--- config.mk ---
export PLATFORM = sky130hd
export DESIGN_NAME = acc_alu
export DESIGN_NICKNAME = d
export VERILOG_FILES = /design/src/rtl/acc_alu_pkg.sv /design/src/rtl/acc_alu_addsub.sv /design/src/rtl/acc_alu_logic.sv /design/src/rtl/acc_alu_flaggen.sv /design/src/rtl/acc_alu.sv
export SDC_FILE = /design/constraint.sdc
export NUM_CORES = 1
export LEC_CHECK = 0
export BUFFER_PORTS_ARGS = -buffer_cell sky130_fd_sc_hd__buf_2
export CAP_MARGIN = 10
export CORE_MARGIN = 2
export CORE_UTILIZATION = 35
export DETAILED_ROUTE_END_ITERATION = 16
export GPL_ROUTABILITY_DRIVEN = 0
export GPL_TIMING_DRIVEN = 0
export PLACE_DENSITY_LB_ADDON = 0.05
export SKIP_LAST_GASP = 1
export SYNTH_ARGS = -nofsm -noshare
export SYNTH_HDL_FRONTEND = slang
export SYNTH_SLANG_ARGS = --single-unit
--- constraint.sdc ---
create_clock -name clk -period 1.2 [get_ports clk]
set_clock_uncertainty 0.2 [all_clocks]
set_input_delay 0.24 -clock clk [delete_from_list [all_inputs] [get_ports clk]]
set_output_delay 0.24 -clock clk [all_outputs]
set_load 0.05 [all_outputs]
--- src/rtl/acc_alu_pkg.sv ---
package acc_alu_pkg;
   typedef enum logic [3:0] {
      OP_ADD  = 4'd0,
      OP_ADC  = 4'd1,
      OP_SUB  = 4'd2,
      OP_SBB  = 4'd3,
      OP_INC  = 4'd4,
      OP_DEC  = 4'd5,
      OP_AND  = 4'd6,
      OP_OR   = 4'd7,
      OP_XOR  = 4'd8,
      OP_CMP  = 4'd9,
      OP_NOT  = 4'd10,
      OP_ROL  = 4'd11,
      OP_ROR  = 4'd12,
      OP_ROLC = 4'd13,
      OP_RORC = 4'd14,
      OP_NOP  = 4'd15
   } alu_op_e;

   localparam int FLG_CY = 0;
   localparam int FLG_P  = 1;
   localparam int FLG_AC = 2;
   localparam int FLG_Z  = 3;
   localparam int FLG_S  = 4;
   localparam int FLG_N  = 5;
endpackage

--- src/rtl/acc_alu_addsub.sv ---
module acc_alu_addsub #(
   parameter int W   = 8,
   parameter int NIB = 4
) (
   input  logic [W-1:0] a,
   input  logic [W-1:0] b,
   input  logic         cin,
   input  logic         sub,
   output logic [W-1:0] sum,
   output logic         nib_c,
   output logic         cy
);
   localparam int HI_W = W - NIB;

   logic [W-1:0]  b_eff;
   logic          c0;
   logic [NIB:0]  lo;
   logic [HI_W:0] hi;

   // subtraction as A + ~B + ~borrow
   assign b_eff = sub ? ~b : b;
   assign c0    = sub ^ cin;
   assign lo    = {1'b0, a[NIB-1:0]} + {1'b0, b_eff[NIB-1:0]} + {{NIB{1'b0}}, c0};
   assign hi    = {1'b0, a[W-1:NIB]} + {1'b0, b_eff[W-1:NIB]} + {{HI_W{1'b0}}, lo[NIB]};
   assign sum   = {hi[HI_W-1:0], lo[NIB-1:0]};
   assign nib_c = lo[NIB];
   assign cy    = hi[HI_W] ^ sub;
endmodule

--- src/rtl/acc_alu_logic.sv ---
module acc_alu_logic
   import acc_alu_pkg::*;
#(
   parameter int W = 8
) (
   input  logic [3:0]   op,
   input  logic [W-1:0] a,
   input  logic [W-1:0] b,
   input  logic         cin,
   output logic [W-1:0] res,
   output logic         cy
);
   always_comb begin
      res = a;
      cy  = cin;
      case (op)
         OP_AND:  res = a & b;
         OP_OR:   res = a | b;
         OP_XOR:  res = a ^ b;
         OP_NOT:  res = ~a;
         OP_ROL:  begin res = {a[W-2:0], a[W-1]}; cy = a[W-1]; end
         OP_ROR:  begin res = {a[0], a[W-1:1]};   cy = a[0];   end
         OP_ROLC: begin res = {a[W-2:0], cin};    cy = a[W-1]; end
         OP_RORC: begin res = {cin, a[W-1:1]};    cy = a[0];   end
         default: ;
      endcase
   end
endmodule

--- src/rtl/acc_alu_flaggen.sv ---
module acc_alu_flaggen #(
   parameter int W = 8
) (
   input  logic [W-1:0] res,
   output logic         sign,
   output logic         zero,
   output logic         even
);
   assign sign = res[W-1];
   assign zero = (res == '0);
   assign even = ~(^res);
endmodule

--- src/rtl/acc_alu.sv ---
module acc_alu
   import acc_alu_pkg::*;
#(
   parameter int WIDTH       = 8,
   parameter int NIB_BITS    = 4,
   parameter bit AND_SETS_AC = 1'b1
) (
   input  logic             clk,
   input  logic             rst_n,
   input  logic             op_valid,
   input  logic [3:0]       op_code,
   input  logic [WIDTH-1:0] acc_in,
   input  logic [WIDTH-1:0] opnd_in,
   input  logic             carry_in,
   output logic [WIDTH-1:0] result_o,
   output logic             wr_en_o,
   output logic [4:0]       flags_o
);
   if (WIDTH < 2) begin : g_bad_width
      $error("acc_alu: WIDTH must be at least 2");
   end
   if (NIB_BITS < 1 || NIB_BITS >= WIDTH) begin : g_bad_nib
      $error("acc_alu: NIB_BITS must lie inside the word");
   end

   alu_op_e op;
   assign op = alu_op_e'(op_code);

   logic [WIDTH-1:0] as_a, as_b, as_sum, lg_res;
   logic             as_cin, as_sub, as_nib, as_cy, lg_cy;
   logic             fg_s, fg_z, fg_p, and_ac;
   logic [WIDTH-1:0] nxt_res;
   logic [4:0]       calc_flg, upd_mask, nxt_flg;
   logic             nxt_wr, is_rot;

   always_comb begin
      as_a   = acc_in;
      as_b   = opnd_in;
      as_cin = 1'b0;
      as_sub = 1'b0;
      case (op)
         OP_ADC: as_cin = carry_in;
         OP_SUB, OP_CMP: as_sub = 1'b1;
         OP_SBB: begin as_sub = 1'b1; as_cin = carry_in; end
         OP_INC: begin as_a = opnd_in; as_b = '0; as_cin = 1'b1; end
         OP_DEC: begin as_a = opnd_in; as_b = '0; as_cin = 1'b1; as_sub = 1'b1; end
         default: ;
      endcase
   end

   acc_alu_addsub #(.W(WIDTH), .NIB(NIB_BITS)) u_addsub (
      .a(as_a), .b(as_b), .cin(as_cin), .sub(as_sub),
      .sum(as_sum), .nib_c(as_nib), .cy(as_cy)
   );

   acc_alu_logic #(.W(WIDTH)) u_logic (
      .op(op_code), .a(acc_in), .b(opnd_in), .cin(carry_in),
      .res(lg_res), .cy(lg_cy)
   );

   acc_alu_flaggen #(.W(WIDTH)) u_flaggen (
      .res(nxt_res), .sign(fg_s), .zero(fg_z), .even(fg_p)
   );

   if (AND_SETS_AC) begin : g_and_ac_set
      assign and_ac = 1'b1;
   end else begin : g_and_ac_clr
      assign and_ac = 1'b0;
   end

   assign is_rot = (op == OP_ROL) || (op == OP_ROR) || (op == OP_ROLC) || (op == OP_RORC);

   always_comb begin
      nxt_res  = lg_res;
      nxt_wr   = 1'b1;
      upd_mask = '0;
      calc_flg = '0;
      case (op)
         OP_ADD, OP_ADC, OP_SUB, OP_SBB: begin
            nxt_res  = as_sum;
            upd_mask = 5'b11111;
            calc_flg[FLG_AC] = as_nib;
            calc_flg[FLG_CY] = as_cy;
         end
         OP_CMP: begin
            nxt_res  = as_sum;
            nxt_wr   = 1'b0;
            upd_mask = 5'b11111;
            calc_flg[FLG_AC] = as_nib;
            calc_flg[FLG_CY] = as_cy;
         end
         OP_INC, OP_DEC: begin
            nxt_res  = as_sum;
            upd_mask = 5'b11110;
            calc_flg[FLG_AC] = as_nib;
         end
         OP_AND, OP_OR, OP_XOR: begin
            upd_mask = 5'b11111;
            calc_flg[FLG_AC] = (op == OP_AND) ? and_ac : 1'b0;
         end
         OP_ROL, OP_ROR, OP_ROLC, OP_RORC: begin
            upd_mask = 5'b00001;
            calc_flg[FLG_CY] = lg_cy;
         end
         OP_NOT: ;
         default: nxt_wr = 1'b0;
      endcase
      calc_flg[FLG_S] = fg_s;
      calc_flg[FLG_Z] = fg_z;
      calc_flg[FLG_P] = fg_p;
      nxt_flg = (upd_mask & calc_flg) | (~upd_mask & flags_o);
   end

   always_ff @(posedge clk or negedge rst_n) begin
      if (!rst_n) begin
         result_o <= '0;
         wr_en_o  <= 1'b0;
         flags_o  <= '0;
      end else begin
         wr_en_o <= op_valid && nxt_wr;
         if (op_valid) begin
            flags_o <= nxt_flg;
            if (nxt_wr) result_o <= nxt_res;
         end
      end
   end

   // an idle cycle leaves everything held and writes nothing
   assert_idle_hold_R2: assert property (@(posedge clk) disable iff (!rst_n)
      !op_valid |=> (!wr_en_o && $stable(flags_o) && $stable(result_o)));

   // compare never requests a write
   assert_cmp_nowrite_R6: assert property (@(posedge clk) disable iff (!rst_n)
      (op_valid && op == OP_CMP) |=> (!wr_en_o && $stable(result_o)));

   // increment / decrement keep the carry bit
   assert_step_keeps_cy_R7: assert property (@(posedge clk) disable iff (!rst_n)
      (op_valid && (op == OP_INC || op == OP_DEC)) |=> $stable(flags_o[FLG_CY]));

   // logical operations clear carry
   assert_logic_clears_cy_R8: assert property (@(posedge clk) disable iff (!rst_n)
      (op_valid && (op == OP_AND || op == OP_OR || op == OP_XOR)) |=> !flags_o[FLG_CY]);

   // complement leaves the flags alone
   assert_not_keeps_flags_R9: assert property (@(posedge clk) disable iff (!rst_n)
      (op_valid && op == OP_NOT) |=> $stable(flags_o));

   // rotates touch only the carry bit
   assert_rot_only_cy_R10: assert property (@(posedge clk) disable iff (!rst_n)
      (op_valid && is_rot) |=> $stable(flags_o[FLG_S:FLG_P]));

   assert_rol_value_R10: assert property (@(posedge clk) disable iff (!rst_n)
      (op_valid && op == OP_ROL) |=>
         (result_o == {$past(acc_in[WIDTH-2:0]), $past(acc_in[WIDTH-1])}));

   // reserved code is a no-op
   assert_nop_inert_R11: assert property (@(posedge clk) disable iff (!rst_n)
      (op_valid && op == OP_NOP) |=> (!wr_en_o && $stable(flags_o)));
endmodule

==> After elaboration in Yosys (flattened, before gate mapping) <==
Index checks and enable logic that the tools add are counted.
{ "classes": {"n_addsub": 4, "multipliers": 0, "div_mod_pow": 0, "order_cmp": 0, "n_eq_ne": 14, "shift": 0, "mux": 13, "bitwise": 12, "n_reduce_logical": 16} }
{ "op_table": {"columns": ["operator", "count"], "rows": [
  ["8-bit case mux with 8 select lines", 1],
  ["8-bit two-way mux", 4],
  ["4-bit equality test, second input constant", 7],
  ["4-bit by 3-bit equality test with 1-bit output, second input constant", 4],
  ["8-bit NOT", 2],
  ["5-bit case mux with 3 select lines", 1],
  ["14-bit OR reduction", 1],
  ["4-bit by 4-bit adder with 5-bit output", 2],
  ["5-bit by 1-bit adder with 5-bit output", 2],
  ["5-bit bitwise AND", 2],
  ["8-bit bitwise AND", 1],
  ["4-bit by 2-bit equality test with 1-bit output, second input constant", 2],
  ["8-bit logical NOT", 1],
  ["8-bit OR", 1],
  ["1-bit case mux with 2 select lines", 4],
  ["2-bit OR reduction", 4],
  ["4-bit OR reduction", 2],
  ["8-bit OR reduction", 1],
  ["8-bit parity", 1],
  ["8-bit bitwise XOR", 1],
  ["7-bit OR reduction", 1],
  ["5-bit NOT", 1],
  ["5-bit OR", 1],
  ["5-bit OR reduction", 1],
  ["other kinds (8)", 11]
]} }
{ "word_totals": {"register_bits": 14, "latch_bits": 0, "mem_bits_rw": 0, "romBits": 0, "input_bits": 24, "out_inout_bits": 14, "elab_cells": 62, "memories": 0} }

==> Depth between registers and ports, before layout <==
{ "depth": {"depth_word": 13, "mapped_depth": 19, "depth_no_buf": 18} }

==> By module <==
From an unflattened synthesis, not the netlist that was laid out.
{ "hier_totals": {"cells_unflattened": 303, "area_unflattened_um2": 2627.5} }
{ "by_module_without_submodules": {"columns": ["mod", "n_inst", "cells_each", "area_each_um2", "seq_area_each_um2"], "rows": [
  ["acc_alu_logic", 1, 154, 1074.8, 0.0],
  ["acc_alu", 1, 88, 1046.0, 350.3],
  ["acc_alu_addsub", 1, 44, 384.1, 0.0],
  ["acc_alu_flaggen", 1, 17, 122.6, 0.0]
]} }

==> Worst setup path after synthesis <==
Ideal clock, no wire load.
{ "synth_timing": {"path_type": "in2reg", "start": "input port op_code[3]", "end": "register (tool-made name)", "setup_ns": 0.128, "arrival_time_ns": 3.917, "required_ns": 0.872, "slack_ns": -3.045, "stages": 18, "path_buffers": 2, "path_cell_list": "buf_4 > clkbuf_1 > nor2_1 > a21oi_4 > xor2_1 > fa_1 > fa_1 > a21o_1 > a21oi_1 > fa_1 > inv_1 > fa_1 > xor2_1 > a2bb2oi_1 > ha_1 > xor2_1 > xnor2_1 > o21ai_0"} }
{ "synth_lines": {"columns": ["element", "line_no", "text"], "rows": [
  ["start: declaration", "acc_alu.sv:11", "input logic [3:0] op_code,"]
]} }

==> metrics <==
outcome=finished with violations; failing checks=negative setup slack; Clock Sinks=14; vias in the first global route=2,599; drt drc=0; Worst-Margin Slew=0.539 ns; H-tree depth=1; synth cell count leaders=31 x nand2_1, 26 x ha_1, 25 x o21ai_0, 22 x a21oi_1, 19 x inv_1; syn nets=353; critical hold path startpoint=op_valid; clk slew on worst S/H paths=0.06 ns; Synth cell types=62; setup ws final=-2.71 ns; Layout Nets=452; GRT Resource Usage Total=0.240; gr ovfl total=0; number of enable flip-flop cells after synthesis=0; synthesis warning total=0; drt via density=5.69; Crit Path Max Fanout=6; reg-to-reg critical path endpoint=result_o[2]$_DFFE_PN0P_; MaxCap Viol Count=0; CTS tree=done; worst skew pair latency=0.25 ns; final core utilization=0.580; period utilization=3.26; power per cell area=1030 nW/um^2; Final ANT Viol Nets=0; CP arrival=3.84 ns; Starting Density=0.368; type of element capturing the critical path=register; cts bufs inserted=3; largest net degree at the start of global routing=15; RSZ-0062 raised after global routing=yes; worst setup path class=input port to register; class of the worst hold path=input port to register; total inserted antenna cells=0; crit path launch=op_code[1]; Fillers=589; Slew Limit Fails=0; initial antenna violation count=0; # IOs=38; reg2reg path depth=2; Yosys reg bits=14; Worst Hold Path Cells=2; layout cells sized above 1=0.423; most common cell in the synthesized netlist=nand2_1; IO Port Bufs=37; WL final=8650 um; first-pass GRT wire length=14,000 um; Slew HR=0.637; final hold violations=0; Mapped Cells=299; biggest area consumer among synthesized cells=dfrtp_1; 1st-iter DRT viols=297; HPWL after detailed placement=6080 um; post-placement cell count=413; DR vias=2,695; die area=7420 sq um; Routed WL per cell=18.2 um; flop2flop setup slack=0.10 ns; die span in x=86.1 um; share of the synthesized area in the top cell type=0.148; sequential area share after synthesis=0.148; synth-to-layout area growth=57.9%; Post-synth ARST share=1.00; Root Buffer=clkbuf_8; Final min period=3.91 ns; CP Launch Type=input port; LEAKAGE=1.72 nW; setup violators final=28; Non-Filler Instances=474; VDD IR max=0.998 mV; Netlist Area Pre-Place=2360 sq um; Achievable Freq=256 MHz; First-pass DRT Iterations=5; CORE AREA=6420 sq um; Reg-to-Reg Start=result_o[2]$_DFFE_PN0P_; top_reg_cell synth=dfrtp_1; Max Buffers Root-to-Sink=2; worst endpoint required time=1.13 ns; Die H=86.1 um; Synth Area per Inst=7.90 sq um; top cells by area, synth=dfrtp_1 15%, ha_1 14%, o21ai_0 5.3%; Site Rows=29
==> report_power, final <==
group	internal (mW)	total [mW]	switching [mW]
registers	0.580	0.656	0.0762
logic	1.30	2.70	1.40
clock network	0.291	0.466	0.175
total	2.17	3.82	1.65
==> cells by family after synthesis <==
logic type | after synthesis | share of synthesized area
compound gates | 87 | 0.250
xor+xnor | 16 | 0.0625
fa+ha+maj | 30 | 0.172
buf+inv | 42 | 0.0906
flops | 14 | 0.148
mux | 5 | 0.0223
simple gates | 105 | 0.254
==> area by class of cell <==
cell class,count,area (sq um),share of cell area
inverter,20,75.1,0.0201
buffer,22,297,0.0796
sequential,14,350,0.0940
timing repair buffer,94,836,0.224
multi-input combinational,243,2020,0.541
tap,77,96.3,0.0258
clock buffer,4,55.1,0.0148
==> layout by cell type (no fill, tap or decap), types with 4 or more instances in the layout <==
cell type / count
nor2b_1: 4
buf_8: 12
a21oi_1: 18
or3b_2: 5
nor2_4: 4
xnor2_1: 4
nor4bb_1: 7
a2bb2oi_2: 5
fa_2: 4
dfrtp_1: 14
buf_2: 21
clkbuf_8: 5
nor2_1: 13
nor4_1: 6
nand2b_1: 7
xor2_1: 7
nand2_1: 28
inv_1: 18
buf_6: 36
buf_4: 40
ha_1: 26
a21o_1: 5
o21ai_0: 17
o21ai_1: 6
==> repair_timing <==
item                                   in CTS  in global routing
endpoints found under the hold margin      14                  0
pin swaps                                  23                 22
gates cloned                                1                  0
buffers inserted                           34                 25
setup endpoints to repair                  28                 28
resized for setup                          76                 32
hold buffers                                1                  0
==> metal layers <==
layer | share of wire | vias to the layer above | routed length, um | global-route usage
met1 | 0.46 | 1290 | 4010 | 0.343
met4 | 0.023 | 0 | 201 | 0.0563
met2 | 0.45 | 108 | 3930 | 0.381
li1 | - | 1278 | - | -
met5 | 0 | - | 0 | 0
met3 | 0.058 | 19 | 502 | 0.0318
==> critical path: stages <==
cell and delay (ns):
buf_8 0.10, buf_8 0.12, buf_8 0.12, nand2b_4 0.18, buf_8 0.14, nand2_2 0.06, o21ai_2 0.06, fa_2 0.40
fa_2 0.35, a21o_1 0.20, a21oi_4 0.16, fa_2 0.24, inv_2 0.04, fa_2 0.35, xor2_2 0.16, a2bb2oi_2 0.20
ha_1 0.27, xor2_1 0.17, xnor2_1 0.19, o21ai_1 0.08
==> worst max-delay path by stage <==
| stage | to | slack [ns] | cells past startpoint |
|---|---|---|---|
| floorplan | register | -2.71 | 18 |
| global placement | register | -3.48 | 17 |
| detailed placement | register | -3.44 | 17 |
| CTS | register | -2.82 | 20 |
| global route | register | -2.89 | 20 |
| finish | register | -2.71 | 20 |
==> metrics by stage <==
step	power [mW]	instance area (sq um)	hold slack, ns	TNS [ns]	setup slack, ns
finish	3.82	3730	0.0506	-25.44	-2.71
global route	4.07	3730	0.0688	-27.13	-2.89
CTS	3.47	3400	0.0426	-26.12	-2.82
detailed placement	2.51	2790	-0.0422	-32.22	-3.44
global placement	2.50	2790	-0.0461	-32.41	-3.48
floorplan	2.02	2510	-0.256	-23.68	-2.71
(Power assumes the default switching activity.)
